$ cat config.mk
export PLATFORM = sky130hd
export DESIGN_NAME = adc_seq_top
export DESIGN_NICKNAME = d
export VERILOG_FILES = /design/src/rtl/adc_seq_pkg.sv /design/src/rtl/adc_prescaler.sv /design/src/rtl/adc_trig_sync.sv /design/src/rtl/adc_conv_seq.sv /design/src/rtl/adc_seq_top.sv
export SDC_FILE = /design/constraint.sdc
export NUM_CORES = 1
export LEC_CHECK = 0
export ABC_CLOCK_PERIOD_IN_PS = 4100
export BUFFER_PORTS_ARGS = -buffer_cell sky130_fd_sc_hd__buf_2
export CORE_UTILIZATION = 58
export DETAILED_ROUTE_END_ITERATION = 10
export PLACE_DENSITY_LB_ADDON = 0.2
export SLEW_MARGIN = 20
export SYNTH_ARGS = -nofsm -noshare
export SYNTH_HDL_FRONTEND = slang
export SYNTH_SLANG_ARGS = --single-unit
$ cat constraint.sdc
create_clock -name clk -period 4.1 [get_ports clk]
set_clock_uncertainty 0.05 [all_clocks]
set_input_delay 1.025 -clock clk [delete_from_list [all_inputs] [get_ports clk]]
set_output_delay 1.025 -clock clk [all_outputs]
set_load 0.1 [all_outputs]
$ cat src/rtl/adc_seq_pkg.sv
package adc_seq_pkg;
  typedef enum logic [1:0] {
    ST_IDLE = 2'd0,
    ST_WAIT = 2'd1,
    ST_CONV = 2'd2
  } seq_st_e;
endpackage

$ cat src/rtl/adc_prescaler.sv
module adc_prescaler #(
  parameter int CNT_W = 7,
  parameter int SEL_W = 3
) (
  input  logic             clk,
  input  logic             rst_n,
  input  logic             enable,
  input  logic             restart,
  input  logic [SEL_W-1:0] div_sel,
  output logic             adc_tick,
  output logic             adc_mid
);
  logic [CNT_W-1:0] cnt_q, cnt_d;
  logic [CNT_W:0]   tap_tick, tap_mid;
  logic [SEL_W-1:0] tap_idx;

  always_comb begin
    if (!enable || restart) cnt_d = '0;
    else                    cnt_d = cnt_q + 1'b1;
  end

  always_ff @(posedge clk or negedge rst_n) begin
    if (!rst_n) cnt_q <= '0;
    else        cnt_q <= cnt_d;
  end

  assign tap_tick[0] = 1'b0;
  assign tap_mid[0]  = 1'b0;
  for (genvar g = 1; g <= CNT_W; g++) begin : g_tap
    assign tap_tick[g] = &cnt_q[g-1:0];
    if (g == 1) begin : g_low
      assign tap_mid[g] = ~cnt_q[0];
    end else begin : g_high
      assign tap_mid[g] = ~cnt_q[g-1] & (&cnt_q[g-2:0]);
    end
  end

  always_comb begin
    if (div_sel < SEL_W'(2)) tap_idx = SEL_W'(1);
    else                     tap_idx = div_sel;
  end

  assign adc_tick = enable & tap_tick[tap_idx];
  assign adc_mid  = enable & tap_mid[tap_idx];


  presc_clear_chk: assert property (@(posedge clk) disable iff (!rst_n)
    !enable |=> (cnt_q == '0));

  presc_count_chk: assert property (@(posedge clk) disable iff (!rst_n)
    (enable && $past(enable) && !restart) |=> (cnt_q == $past(cnt_q) + 1'b1));
endmodule

$ cat src/rtl/adc_trig_sync.sv
module adc_trig_sync (
  input  logic clk,
  input  logic rst_n,
  input  logic trig_in,
  output logic trig_rise
);
  logic [2:0] sh_q, sh_d;

  always_comb sh_d = {sh_q[1:0], trig_in};

  always_ff @(posedge clk or negedge rst_n) begin
    if (!rst_n) sh_q <= '0;
    else        sh_q <= sh_d;
  end

  assign trig_rise = sh_q[1] & ~sh_q[2];


  trig_single_chk: assert property (@(posedge clk) disable iff (!rst_n)
    trig_rise |=> !trig_rise);
endmodule

$ cat src/rtl/adc_conv_seq.sv
module adc_conv_seq
  import adc_seq_pkg::*;
#(
  parameter int RES_W     = 10,
  parameter int NORM_LEN  = 13,
  parameter int FIRST_LEN = 25,
  parameter int NORM_SH   = 1,
  parameter int FIRST_SH  = 13
) (
  input  logic             clk,
  input  logic             rst_n,
  input  logic             enable,
  input  logic             start_req,
  input  logic             auto_en,
  input  logic             trig_rise,
  input  logic             adc_tick,
  input  logic             adc_mid,
  input  logic             flag_clr,
  input  logic [RES_W-1:0] sample_in,
  output logic             presc_restart,
  output logic             busy,
  output logic             sh_strobe,
  output logic [RES_W-1:0] result,
  output logic             done_flag
);
  localparam int CYC_W = $clog2(FIRST_LEN + 1);
  localparam logic [CYC_W-1:0] NORM_LAST  = CYC_W'(NORM_LEN - 1);
  localparam logic [CYC_W-1:0] FIRST_LAST = CYC_W'(FIRST_LEN - 1);
  localparam logic [CYC_W-1:0] NORM_SP    = CYC_W'(NORM_SH);
  localparam logic [CYC_W-1:0] FIRST_SP   = CYC_W'(FIRST_SH);

  seq_st_e          st_q, st_d;
  logic [CYC_W-1:0] cyc_q, cyc_d;
  logic             first_q, first_d;
  logic             auto_q, auto_d;
  logic [RES_W-1:0] res_q, res_d;
  logic             flag_q, flag_d;
  logic             take_trig, take_sw, last_cyc;

  assign take_trig = enable && auto_en && trig_rise && (st_q == ST_IDLE);
  assign take_sw   = enable && start_req && (st_q == ST_IDLE) && !take_trig;
  assign last_cyc  = first_q ? (cyc_q == FIRST_LAST) : (cyc_q == NORM_LAST);

  always_comb begin
    st_d    = st_q;
    cyc_d   = cyc_q;
    first_d = first_q;
    auto_d  = auto_q;
    res_d   = res_q;
    flag_d  = flag_q & ~flag_clr;
    if (!enable) begin
      st_d    = ST_IDLE;
      cyc_d   = '0;
      first_d = 1'b1;
      auto_d  = 1'b0;
    end else begin
      unique case (st_q)
        ST_IDLE: begin
          if (take_trig) begin
            st_d   = ST_CONV;
            cyc_d  = '0;
            auto_d = 1'b1;
          end else if (take_sw) begin
            st_d   = ST_WAIT;
            auto_d = 1'b0;
          end
        end
        ST_WAIT: begin
          if (adc_tick) begin
            st_d  = ST_CONV;
            cyc_d = '0;
          end
        end
        ST_CONV: begin
          if (adc_tick) begin
            if (last_cyc) begin
              st_d    = ST_IDLE;
              cyc_d   = '0;
              first_d = 1'b0;
              res_d   = sample_in;
              flag_d  = 1'b1;
            end else begin
              cyc_d = cyc_q + 1'b1;
            end
          end
        end
        default: st_d = ST_IDLE;
      endcase
    end
  end

  always_ff @(posedge clk or negedge rst_n) begin
    if (!rst_n) begin
      st_q    <= ST_IDLE;
      cyc_q   <= '0;
      first_q <= 1'b1;
      auto_q  <= 1'b0;
      res_q   <= '0;
      flag_q  <= 1'b0;
    end else begin
      st_q    <= st_d;
      cyc_q   <= cyc_d;
      first_q <= first_d;
      auto_q  <= auto_d;
      res_q   <= res_d;
      flag_q  <= flag_d;
    end
  end

  always_comb begin
    sh_strobe = 1'b0;
    if (st_q == ST_CONV) begin
      if (first_q)     sh_strobe = (cyc_q == FIRST_SP) && adc_mid;
      else if (auto_q) sh_strobe = (cyc_q == NORM_SP) && adc_tick;
      else             sh_strobe = (cyc_q == NORM_SP) && adc_mid;
    end
  end

  assign presc_restart = take_trig;
  assign busy          = (st_q != ST_IDLE);
  assign result        = res_q;
  assign done_flag     = flag_q;


  strobe_busy_chk: assert property (@(posedge clk) disable iff (!rst_n)
    sh_strobe |-> busy);

  flag_rise_chk: assert property (@(posedge clk) disable iff (!rst_n)
    $rose(flag_q) |-> $fell(busy));

  result_hold_chk: assert property (@(posedge clk) disable iff (!rst_n)
    !(st_q == ST_CONV && adc_tick && enable) |=> $stable(res_q));

  flag_hold_chk: assert property (@(posedge clk) disable iff (!rst_n)
    (flag_q && !flag_clr) |=> flag_q);

  disable_idle_chk: assert property (@(posedge clk) disable iff (!rst_n)
    !enable |=> !busy);

  conv_hold_chk: assert property (@(posedge clk) disable iff (!rst_n)
    (st_q == ST_CONV && enable && !adc_tick) |=> (st_q == ST_CONV && $stable(cyc_q)));
endmodule

$ cat src/rtl/adc_seq_top.sv
module adc_seq_top #(
  parameter int CNT_W     = 7,
  parameter int SEL_W     = 3,
  parameter int RES_W     = 10,
  parameter int NORM_LEN  = 13,
  parameter int FIRST_LEN = 25,
  parameter int NORM_SH   = 1,
  parameter int FIRST_SH  = 13
) (
  input  logic             clk,
  input  logic             rst_n,
  input  logic             enable,
  input  logic [SEL_W-1:0] div_sel,
  input  logic             start_req,
  input  logic             auto_en,
  input  logic             trig_in,
  input  logic             flag_clr,
  input  logic [RES_W-1:0] sample_in,
  output logic             busy,
  output logic             sh_strobe,
  output logic [RES_W-1:0] result,
  output logic             done_flag
);
  logic adc_tick, adc_mid, trig_rise, presc_restart;

  adc_prescaler #(.CNT_W(CNT_W), .SEL_W(SEL_W)) u_presc (
    .clk(clk), .rst_n(rst_n), .enable(enable), .restart(presc_restart),
    .div_sel(div_sel), .adc_tick(adc_tick), .adc_mid(adc_mid)
  );

  adc_trig_sync u_sync (
    .clk(clk), .rst_n(rst_n), .trig_in(trig_in), .trig_rise(trig_rise)
  );

  adc_conv_seq #(
    .RES_W(RES_W), .NORM_LEN(NORM_LEN), .FIRST_LEN(FIRST_LEN),
    .NORM_SH(NORM_SH), .FIRST_SH(FIRST_SH)
  ) u_seq (
    .clk(clk), .rst_n(rst_n), .enable(enable), .start_req(start_req),
    .auto_en(auto_en), .trig_rise(trig_rise), .adc_tick(adc_tick),
    .adc_mid(adc_mid), .flag_clr(flag_clr), .sample_in(sample_in),
    .presc_restart(presc_restart), .busy(busy), .sh_strobe(sh_strobe),
    .result(result), .done_flag(done_flag)
  );
endmodule

==> results of run 1 <==
-- routing by layer --
layer / routed length [um] / vias up / part of all wire (%)
met3: 119 / 4 / 4.0
met4: 29 / 0 / 0.97
met1: 1250 / 571 / 42
met2: 1600 / 26 / 53
met5: 0 / - / 0
li1: - / 572 / -
-- how the worst min path moves through the flow --
stage	from	endpoint	slack, ns
2_1_floorplan	u_sync.sh_q[0]$_DFF_PN0_	u_sync.sh_q[1]$_DFF_PN0_	0.28
3_3_place_gp	u_sync.sh_q[0]$_DFF_PN0_	u_sync.sh_q[1]$_DFF_PN0_	0.29
3_5_place_dp	u_sync.sh_q[0]$_DFF_PN0_	u_sync.sh_q[1]$_DFF_PN0_	0.30
4_1_cts	u_sync.sh_q[0]$_DFF_PN0_	u_sync.sh_q[1]$_DFF_PN0_	0.33
5_1_grt	u_sync.sh_q[0]$_DFF_PN0_	u_sync.sh_q[1]$_DFF_PN0_	0.33
6_report	u_sync.sh_q[0]$_DFF_PN0_	u_sync.sh_q[1]$_DFF_PN0_	0.33
-- cell families (layout without fill, tap and decap cells) --
group	Yosys count	in the layout	synth area share, %
mux	14	14	12.3
xor+xnor	4	4	2.20
buf+inv	17	55	5.18
flops	30	30	47.2
simple gates	50	50	16.1
compound gates	21	21	9.98
fa+ha+maj	9	9	7.07
-- power groups by stage --
stage	logic (W)	clock network, W	registers, W
after CTS	0.0000728	0.000170	0.000311
after global placement	0.0000697	0	0.000316
after detailed placement	0.0000727	0	0.000317
after global routing	0.0000805	0.000182	0.000313
after floorplan	0.0000476	0	0.000316
final	0.0000717	0.000165	0.000311
-- metrics by stage --
stage          instance area [um^2]  cells
4_1_cts                        1850    213
3_5_place_dp                   1800    205
5_1_grt                        1850    213
3_3_place_gp                   1800    205
2_1_floorplan                  1610    145
6_report                       1850    213
-- cell type report --
| type | count | area (um^2) | area share (%) |
|---|---|---|---|
| multi-input cells | 98 | 771 | 41.7 |
| flip-flops and latches | 30 | 752 | 40.7 |
| repair buffers | 33 | 183 | 9.89 |
| inverters | 14 | 52.6 | 2.85 |
| clock buffers | 6 | 41.3 | 2.24 |
| well taps | 30 | 37.5 | 2.03 |
| clock inverters | 2 | 10.0 | 0.542 |
-- registers in the layout, summed over array words and instances, names as in the netlist --
register         cells
u_presc.cnt_q        7
u_seq.auto_q         1
u_seq.cyc_q          5
u_seq.done_flag      1
u_seq.first_q        1
u_seq.result        10
u_seq.st_q           2
u_sync.sh_q          3
-- placed cells by master, fill, tap and decap left out, drive strengths merged --
master / synthesis / final
and4b: 1 / 1
o21ai: 4 / 4
a211oi: 1 / 1
a21o: 2 / 2
nor3b: 2 / 2
xnor2: 2 / 2
nor2b: 1 / 1
buf: 3 / 33
mux4: 1 / 1
nor2: 18 / 18
nand4: 1 / 1
or4: 1 / 1
nand2: 10 / 10
dfrtp: 29 / 29
ha: 9 / 9
o311ai: 1 / 1
xor2: 2 / 2
nand3: 11 / 11
o211ai: 3 / 3
a2bb2oi: 1 / 1
a21boi: 1 / 1
clkinv: 0 / 2
mux2i: 3 / 3
nand3b: 2 / 2
or3b: 1 / 1
o2111ai: 1 / 1
mux2: 10 / 10
clkbuf: 0 / 6
inv: 14 / 14
nor3: 2 / 2
dfstp: 1 / 1
a22oi: 2 / 2
o31a: 1 / 1
o211a: 1 / 1
a21oi: 3 / 3
-- worst max-delay path, cell delays in order (launching register included) --
cell and delay (ns):
dfrtp_1 0.46, ha_1 0.28, nand3_2 0.13, inv_1 0.10, ha_1 0.17, a22oi_1 0.07
mux4_2 0.51, a211oi_4 0.29, buf_12 0.21
==> summary.md, run 1 <==
| Metric | Value |
|---|---|
| Outcome | `finished, final reports clean` |
| Synth-to-layout area growth | `15.9%` |
| Final core occ | `72.6%` |
| R2R Path End | `u_seq.result[4]$_DFFE_PN0P_` |
| CP max FO | `6` |
| Antenna-violating nets left | `0` |
| Synth Register Bits | `30` |
| Seq/Total Area, Yosys | `a little under half` |
| Max-cap viol count | `0` |
| Min-delay worst type | `reg2reg` |
| Post-Synthesis Cells | `145` |
| Ys flop type | `dfrtp_1` |
| Post-CTS setup buffers | `0` |
| # fillers | `between 150 and 200` |
| Synth cell types | `38` |
| Fmax | `0.278 GHz` |
| PortBufs | `32` |
| WP data arrival | `2.52 ns` |
| Switch Pwr | `0.000155 W` |
| PostCTS Resize Cnt | `0` |
| CTS buffer count | `5` |
| Met1 Track Usage GR | `about 25%` |
| CP endpoint | `sh_strobe` |
| Top cells by area, synth | `dfrtp_1 46%, mux2_4 7.5%, ha_1 7.1%` |
| Root buf cell | `clkbuf_4` |
| Max Slew Vio Count | `0` |
| WL final | `3000 um` |
| I/O pin cnt | `33` |
| First-pass DRT Iterations | `4` |
| Setup ws final | `between 0.5 and 0.6 ns` |
| Logic pwr share | `approximately an eighth` |
| Top cell types by occurrence after synthesis | `29 x dfrtp_1, 18 x nor2_1, 14 x inv_1` |
| Chip Height | `54.4 um` |
| RSZ-0062 raised after global routing | `no` |
| Sequential share of power | `56.8%` |
| Setup TNS | `0 ns` |
| Peak VDD IR | `0.298 mV` |
| Initial antenna violation count | `0` |
| Dpl hpwl | `2280 um` |
| First-pass GRT wire length | `roughly 4700 um` |
| Number of enable flip-flop cells after synthesis | `0` |
| GR Layer Usage met3 | `between 8 and 9%` |
| Worst Hold Depth | `0` |
| Worst-Skew Late Latency | `around 0.33 ns` |
| Wirelength per Cell | `14.1 um` |
| R2R setup slack | `between 1.5 and 2 ns` |
| DRC Markers | `0` |
| Clk sinks | `30` |
| Final setup fails | `0` |
| Row cnt | `18` |
| LEAKAGE | `0.977 nW` |
| Grt met2 use | `a little over two fifths` |
| Post-Syn Area | `approximately 0.0016 mm^2` |
| Die W | `54.4 um` |
| Mapped Avg Cell Area | `between 10 and 15 um^2` |
| Final Critical Period | `3.60 ns` |
| Max-slew headroom | `a little under three fifths` |
| Hold_buf cts | `0` |
| WHS | `between 0.3 and 0.4 ns` |
| Syn Nets | `roughly 170` |
| Reg2Reg Depth | `10` |
| Iteration-0 DRC Markers | `20` |
| Async S/R FF share, synth | `between 90% and 100%` |
| Reg clk slew, reported paths | `0.09 ns` |
| Routed via count | `1,173` |
| First element of the critical path | `u_presc.cnt_q[0]$_DFF_PN0_` |
| Layout cells sized above 1 | `31.1%` |
| Internal power | `0.000393 W` |
| Total global-route track usage | `23.4%` |
| Via/cell ratio | `5.51` |
| Nets | `~210` |
| Final hold violation count | `0` |
| CTS tree | `built` |
| CORE AREA | `0.00254 mm^2` |
| Slew @ Worst Pin | `around 0.66 ns` |
| H-tree levels | `2` |
| Overflow after GRT | `0` |
| Sw frac | `between 20 and 30%` |
| CP required | `3.02 ns` |
| N_diodes | `0` |
| Dpl ws | `0.509 ns` |
| Largest net degree at the start of global routing | `31` |
| Synth top area share | `between 40% and 50%` |
| Final Power | `0.000548 W` |
| YS warnings | `0` |
| Crit end category | `output pin` |
| Initial Util | `62.6%` |
| Critical path class | `reg2out` |
| Clk pwr share | `30.1%` |
| Gpl congestion | `0.829` |
| Die Area | `0.00296 mm^2` |
| Vias in the first global route | `roughly 1.1k` |
| CP startpoint kind | `flop` |
| Clock tree buffer depth | `2` |
| Final worst path period share | `87.8%` |
| Area leader, netlist | `dfrtp_1` |
| P per Cell Area | `297 mW/mm^2` |
| FF-to-FF Start | `u_presc.cnt_q[0]$_DFF_PN0_` |
| Count leader, synth | `dfrtp_1` |
| Global routing's busiest layer | `met2` |
Power figures use the tool's default switching activity.
==> inputs of run 2 (changes only) <==
--- a/config.mk
+++ b/config.mk
@@ -5,9 +5,10 @@
 export SDC_FILE = /design/constraint.sdc
 export NUM_CORES = 1
 export LEC_CHECK = 0
+export ABC_AREA = 1
 export ABC_CLOCK_PERIOD_IN_PS = 4100
 export BUFFER_PORTS_ARGS = -buffer_cell sky130_fd_sc_hd__buf_2
-export CORE_UTILIZATION = 58
+export CORE_UTILIZATION = 59
 export DETAILED_ROUTE_END_ITERATION = 10
 export PLACE_DENSITY_LB_ADDON = 0.2
 export SLEW_MARGIN = 20
==> summary.md, run 2 <==
| Metric | Value |
|---|---|
| Outcome | `finished, final reports clean` |
| Worst-Skew Late Latency | `0.33 ns (about the same)` |
| Fmax | `0.272 GHz (-2.0%)` |
| Simple-gate share of the synthesized area | `34.2% (+18 points)` |
| WL final | `3480 um (+16%)` |
| Initial Util | `62.2% (-0.43 points)` |
| Seq/Total Area, Yosys | `43.9% (-3.3 points)` |
| Clk pwr share | `28.7% (-1.4 points)` |
| Iteration-0 DRC Markers | `64 (+220%)` |
| Sequential share of power | `48.5% (-8.3 points)` |
| Largest net degree at the start of global routing | `31 (unchanged)` |
| Sw frac | `35.4% (+7.1 points)` |
| # fillers | `248 (+33%)` |
| Overflow after GRT | `0 (unchanged)` |
| Mapped Avg Cell Area | `7.97 um^2 (-27%)` |
| Row cnt | `19 (+1)` |
| Vias in the first global route | `1,407 (+26%)` |
| Hold_buf cts | `0 (unchanged)` |
| Synth Register Bits | `30 (unchanged)` |
| Setup TNS | `0 ns (unchanged)` |
| CORE AREA | `0.00276 mm^2 (+8.4%)` |
| Crit end category | `output pin` |
| Async S/R FF share, synth | `100% (unchanged)` |
| Switch Pwr | `0.000234 W (+51%)` |
| Commonest non-fill, non-tap cell in the layout | `nand2_1` |
| Routed via count | `1,507 (+28%)` |
| YS warnings | `0 (unchanged)` |
| Reg2Reg Depth | `13 (+3)` |
| Nets | `279 (+32%)` |
| Max-cap viol count | `0 (unchanged)` |
| Post-Synthesis Cells | `215 (+48%)` |
| Fraction of the mapped netlist area in adder cells | `6.57% (-0.50 points)` |
| N_diodes | `0 (unchanged)` |
| CTS tree | `built` |
| Count leader, synth | `nand2_1` |
| Dpl hpwl | `2490 um (+9.5%)` |
| Total global-route track usage | `24.4% (+0.95 points)` |
| Ys flop type | `dfrtp_1` |
| Root buf cell | `clkbuf_4` |
| Initial antenna violation count | `0 (unchanged)` |
| Post-synthesis mux area share | `0% (-12 points)` |
| Top cell types by occurrence after synthesis | `58 x nand2_1, 32 x nand3_1, 29 x dfrtp_1` |
| WHS Endpoint | `u_sync.sh_q[1]$_DFF_PN0_` |
| Final hold violation count | `0 (unchanged)` |
| FF-to-FF Start | `u_presc.cnt_q[0]$_DFF_PN0_` |
| First-pass GRT wire length | `5880 um (+25%)` |
| R2R setup slack | `1.88 ns (+0.16 ns)` |
| Synth-to-layout area growth | `13.4%` |
| CP max FO | `12 (+6)` |
| Layout cells sized above 1 | `22.7% (-8.4 points)` |
| Worst Hold Depth | `0 (unchanged)` |
| Max reg flops | `10 (unchanged)` |
| PostCTS Resize Cnt | `0 (unchanged)` |
| Via/cell ratio | `5.34 (-3.0%)` |
| PortBufs | `32 (unchanged)` |
| Slowest library cell on the worst path | `dfrtp_1` |
| Design area | `0.00194 mm^2 (+5.2%)` |
| Peak VDD IR | `0.353 mV (+18%)` |
| Largest family of logic cells by synthesized area | `simple AND/OR/NAND/NOR gates` |
| Top cells by area, synth | `dfrtp_1 42%, nand2_1 13%, nand3_1 9.3%` |
| CTS buffer count | `5 (unchanged)` |
| First element of the critical path | `u_presc.cnt_q[0]$_DFF_PN0_` |
| DRC Markers | `0 (unchanged)` |
| Die W | `55.9 um (+2.7%)` |
| Synth Area in XOR/XNOR | `2.04% (-0.16 points)` |
| Internal power | `0.000427 W (+8.6%)` |
| Synth top area share | `42.3% (-3.2 points)` |
| Number of enable flip-flop cells after synthesis | `0 (unchanged)` |
| DP Area | `0.00188 mm^2 (+4.7%)` |
| WP data arrival | `2.60 ns (+0.08 ns)` |
| Antenna-violating nets left | `0 (unchanged)` |
| Reg clk slew, reported paths | `0.10 ns (about the same)` |
| Die Area | `0.00312 mm^2 (+5.6%)` |
| Most frequent cells in the layout | `58 x nand2_1, 32 x nand3_1, 32 x buf_2, 29 x dfrtp_1, 24 x inv_1` |
| HP Start | `u_sync.sh_q[0]$_DFF_PN0_` |
| Complex-gate fraction of the synthesized area | `5.47% (-4.5 points)` |
| Area leader, netlist | `dfrtp_1` |
| Final setup fails | `0 (unchanged)` |
| Syn Nets | `244 (+40%)` |
| Gpl congestion | `0.824 (-0.59%)` |
| Logic pwr share | `22.8% (+9.7 points)` |
| Post-Syn Area | `0.00171 mm^2 (+7.6%)` |
| H-tree levels | `2 (unchanged)` |
| Final Critical Period | `3.67 ns (+0.0746 ns)` |
| P per Cell Area | `340 mW/mm^2 (+15%)` |
| Slew @ Worst Pin | `0.770 ns (+0.110 ns)` |
| Final worst path period share | `89.6% (+1.8 points)` |
| CP startpoint kind | `flop` |
| CP max stage delay | `0.45 ns (-0.06 ns)` |
| Chip Height | `55.9 um (+2.7%)` |
| Clock tree buffer depth | `2 (unchanged)` |
| LEAKAGE | `1.05 nW (+7.3%)` |
| Post-CTS setup buffers | `0 (unchanged)` |
| Critical Path, Cell by Cell | `ha_1 > nand3_1 > inv_1 > ha_1 > inv_1 > nand2_1 > nand3_1 > nand3_1 > nand2_2 > inv_2 > nor2_1 > nor2_1 > buf_2` |
| Synth cell types | `29 (-24%)` |
| Critical path class | `reg2out` |
| CP required | `3.02 ns (about the same)` |
| RSZ-0062 raised after global routing | `no` |
| First-pass DRT Iterations | `5 (+1)` |
| R2R Path End | `u_seq.result[7]$_DFFE_PN0P_` |
| Wirelength per Cell | `12.3 um (-12%)` |
| I/O pin cnt | `33 (unchanged)` |
| Min-delay worst type | `reg2reg` |
| Clk sinks | `30 (unchanged)` |
| CP dominant cell by count | `nand3_1` |
| Max-slew headroom | `48.4% (-7.6 points)` |
| Max Slew Vio Count | `0 (unchanged)` |
[run 2: cell types whose count changed in the layout (fill, tap and decap cells not counted), sizes merged, moves of 2 or more]
cell	previous run	this run
inv	14	27
o211ai	3	0
xnor2	2	0
xor2	2	4
mux2i	3	0
mux2	10	0
nand4	1	4
a21o	2	0
nor2	18	20
o21ai	4	8
nand3	11	33
nand2	10	62
a22oi	2	0
[run 2: cells by family after synthesis]
kind of cell	after synthesis
AOI/OAI and AO/OA	14
xor gates and xnor gates	4
adders and majority gates	9
buffers and inverters	31
DFF	30
and+or+nand+nor	127
[run 2: area by class of cell]
type | count | area [um^2] | area share, %
well taps | 31 | 38.8 | 2.00
inverters | 27 | 101 | 5.22
clock buffers | 6 | 51.3 | 2.64
multi-input cells | 154 | 827 | 42.6
clock inverters | 2 | 12.5 | 0.644
repair buffers | 32 | 160 | 8.24
flip-flops and latches | 30 | 752 | 38.7
[run 2: worst max-delay path, delay by kind of cell (launching register included)]
kind                     cells  cell delay, ns
buffers and inverters        4            0.77
adder cells (fa/ha/maj)      2            0.42
flip-flops                   1            0.45
AND/OR/NAND/NOR              7            0.62
[run 2: power groups by stage]
stage               Combinational, W  Sequential (W)  Clock (W)
global route                0.000165        0.000322   0.000205
CTS                         0.000151        0.000321   0.000193
finish                      0.000151        0.000321   0.000189
global placement            0.000149        0.000326          0
floorplan                  0.0000835        0.000355          0
detailed placement          0.000151        0.000326          0
[run 2: layer usage]
layer | global-route usage, % | share of wire [%] | vias to the layer above
met2 | 41.8 | 50 | 42
met3 | 6.74 | 4.5 | 7
met5 | 0 | 0 | -
li1 | - | - | 761
met1 | 29.2 | 44 | 697
met4 | 9.06 | 1.5 | 0
[run 2: how the worst max path moves through the flow]
stage	to	slack [ns]	cells past startpoint
after floorplan	sh_strobe	0.15	9
after global placement	sh_strobe	0.56	11
after detailed placement	sh_strobe	0.53	11
after CTS	sh_strobe	0.43	13
after global routing	sh_strobe	0.25	13
final	sh_strobe	0.43	13
[run 2: metrics by stage]
stage | hold WS, ns | instances | total power [W] | util [%] | worst slack, ns
finish | 0.313 | 282 | 0.000661 | 70.5 | 0.427
global placement | 0.284 | 274 | 0.000475 | 68.1 | 0.555
detailed placement | 0.291 | 274 | 0.000477 | 68.1 | 0.532
global route | 0.319 | 282 | 0.000692 | 70.5 | 0.247
floorplan | 0.281 | 215 | 0.000438 | - | 0.148
CTS | 0.314 | 282 | 0.000665 | 70.5 | 0.425
==> inputs of run 3 (changes only) <==
--- a/config.mk
+++ b/config.mk
@@ -10,7 +10,8 @@
 export BUFFER_PORTS_ARGS = -buffer_cell sky130_fd_sc_hd__buf_2
 export CORE_UTILIZATION = 59
 export DETAILED_ROUTE_END_ITERATION = 10
-export PLACE_DENSITY_LB_ADDON = 0.2
+export PLACE_DENSITY = 0.81
+export SKIP_CTS_REPAIR_TIMING = 1
 export SLEW_MARGIN = 20
 export SYNTH_ARGS = -nofsm -noshare
 export SYNTH_HDL_FRONTEND = slang
==> summary.md, run 3 (same netlist as run 2, synthesis figures left out) <==
| Metric | Value |
|---|---|
| Outcome | `finished, final reports clean` |
| Critical Path Stages | `13 (unchanged)` |
| Worst Hold Depth | `0 (unchanged)` |
| P per Cell Area | `366 mW/mm^2 (+7.4%)` |
| CP max stage delay | `0.45 ns (about the same)` |
| Synth-to-layout area growth | `14.6%` |
| Max reg flops | `10 (unchanged)` |
| PortBufs | `32 (unchanged)` |
| Largest net degree at the start of global routing | `31 (unchanged)` |
| FF-to-FF Start | `u_presc.cnt_q[0]$_DFF_PN0_` |
| RSZ-0062 raised after global routing | `no` |
| WL final | `3240 um (-6.9%)` |
| WP data arrival | `2.55 ns (-0.05 ns)` |
| Final hold violation count | `0 (unchanged)` |
| CP max FO | `12 (unchanged)` |
| Final worst path period share | `88.4% (-1.1 points)` |
| CP required | `3.02 ns (about the same)` |
| Fmax | `0.276 GHz (+1.3%)` |
| Die Area | `0.00312 mm^2 (unchanged)` |
| Die W | `55.9 um (unchanged)` |
| Antenna-violating nets left | `0 (unchanged)` |
| Setup TNS | `0 ns (unchanged)` |
| HP Start | `u_sync.sh_q[0]$_DFF_PN0_` |
| Chip Height | `55.9 um (unchanged)` |
| Sw frac | `31.7% (-3.7 points)` |
| Clock tree buffer depth | `2 (unchanged)` |
| Initial antenna violation count | `0 (unchanged)` |
| Area occupied by multi-input gates | `827 um^2 (unchanged)` |
| First element of the critical path | `u_presc.cnt_q[0]$_DFF_PN0_` |
| Clk pwr share | `34.5% (+5.8 points)` |
| Total global-route track usage | `24.2% (-0.20 points)` |
| Logic pwr share | `21.0% (-1.8 points)` |
| Storage cell area | `752 um^2 (unchanged)` |
| DRC Markers | `0 (unchanged)` |
| First-pass GRT wire length | `5870 um (-0.22%)` |
| N_diodes | `0 (unchanged)` |
| Reg2Reg Depth | `13 (unchanged)` |
| Wirelength per Cell | `11.5 um (-6.9%)` |
| Max-slew headroom | `56.5% (+8.1 points)` |
| Root buf cell | `clkbuf_4` |
| Max Slew Vio Count | `0 (unchanged)` |
| Layout cells sized above 1 | `22.3% (-0.40 points)` |
| First-pass DRT Iterations | `4 (-1)` |
| Peak VDD IR | `0.305 mV (-14%)` |
| Slew @ Worst Pin | `0.649 ns (-0.121 ns)` |
| CORE AREA | `0.00276 mm^2 (unchanged)` |
| Internal power | `0.000490 W (+15%)` |
| Switch Pwr | `0.000228 W (-2.8%)` |
| Final setup fails | `0 (unchanged)` |
| CP startpoint kind | `flop` |
| Min-delay worst type | `reg2reg` |
| Iteration-0 DRC Markers | `94 (+47%)` |
| I/O pin cnt | `33 (unchanged)` |
| Commonest non-fill, non-tap cell in the layout | `nand2_1` |
| Reg clk slew, reported paths | `0.09 ns (about the same)` |
| Gpl congestion | `0.864 (+4.8%)` |
| Initial Util | `62.2% (unchanged)` |
| Routed via count | `1,465 (-2.8%)` |
| CP dominant cell by count | `nand3_1` |
| Via/cell ratio | `5.20 (-2.8%)` |
| CP Buf/Inv Count | `4 (unchanged)` |
| Overflow after GRT | `0 (unchanged)` |
| Max-cap viol count | `0 (unchanged)` |
| Crit end category | `output pin` |
| Most frequent cells in the layout | `58 x nand2_1, 32 x nand3_1, 32 x buf_2, 29 x dfrtp_1, 24 x inv_1` |
| Crit-path leading delay family | `buffers and inverters` |
| LEAKAGE | `1.06 nW (+1.1%)` |
| CTS buffer count | `5 (unchanged)` |
| Final Critical Period | `3.63 ns (-0.0468 ns)` |
| Worst-Skew Late Latency | `0.34 ns (about the same)` |
| Sequential share of power | `44.5% (-4.0 points)` |
| Row cnt | `19 (unchanged)` |
| CTS tree | `built` |
| Critical path class | `reg2out` |
| # fillers | `241 (-2.8%)` |
| Slowest library cell on the worst path | `dfrtp_1` |
| Clk sinks | `30 (unchanged)` |
| Nets | `279 (unchanged)` |
| Critical Path, Cell by Cell | `ha_1 > nand3_1 > inv_1 > ha_1 > inv_1 > nand2_1 > nand3_1 > nand3_1 > nand2_2 > inv_2 > nor2_1 > nor2_1 > buf_2` |
| Final core occ | `71.2% (+0.77 points)` |
| H-tree levels | `2 (unchanged)` |
| Dpl hpwl | `2440 um (-2.0%)` |
| Vias in the first global route | `1,401 (-0.43%)` |
-- run 3: power by group through the flow --
stage / registers [W] / clock network [W] / logic [W]
after detailed placement: 0.000325 / 0 / 0.000151
final: 0.000319 / 0.000248 / 0.000151
after floorplan: 0.000355 / 0 / 0.0000835
after CTS: 0.000319 / 0.000256 / 0.000152
after global placement: 0.000325 / 0 / 0.000149
after global routing: 0.000321 / 0.000266 / 0.000166
-- run 3: metrics by stage --
step	setup WS [ns]	area, um^2	total power (W)	instances	hold slack (ns)
floorplan	0.148	1710	0.000438	215	0.281
global placement	0.566	1880	0.000473	274	0.284
detailed placement	0.539	1880	0.000477	274	0.287
CTS	0.448	1960	0.000727	282	0.311
global route	0.223	1960	0.000754	282	0.313
finish	0.474	1960	0.000718	282	0.307
-- run 3: final timing paths --
path | endpoint | slack, ns
worst max-delay path | sh_strobe | 0.47
worst min-delay path | u_sync.sh_q[1]$_DFF_PN0_ | 0.31
worst max register to register | u_seq.result[4]$_DFFE_PN0P_ | 1.94
worst min register to register | u_sync.sh_q[1]$_DFF_PN0_ | 0.31
max in group asynchronous | u_presc.cnt_q[0]$_DFF_PN0_ | 2.92
min in group asynchronous | u_seq.result[5]$_DFFE_PN0P_ | 0.65
-- run 3: cell type report --
class / count / share of cell area (%)
tap: 31 / 1.97
multi-input combinational: 154 / 42.1
clock inverter: 1 / 1.53
clock buffer: 7 / 2.80
sequential: 30 / 38.3
inverter: 27 / 5.16
timing repair buffer: 32 / 8.15
-- run 3: worst register-to-register path: cells and delay by family, from the launching register on --
kind                     cells  cell delay (ns)
buffers and inverters        3             0.34
AND/OR/NAND/NOR              8             0.79
flip-flops                   1             0.45
adder cells (fa/ha/maj)      2             0.42
-- run 3: per-layer routing --
metal | track usage (%) | wire length (um)
met2 | 39.6 | 1560
met1 | 29.7 | 1470
met4 | 10.1 | 72
met3 | 7.44 | 136
met5 | 0 | 0
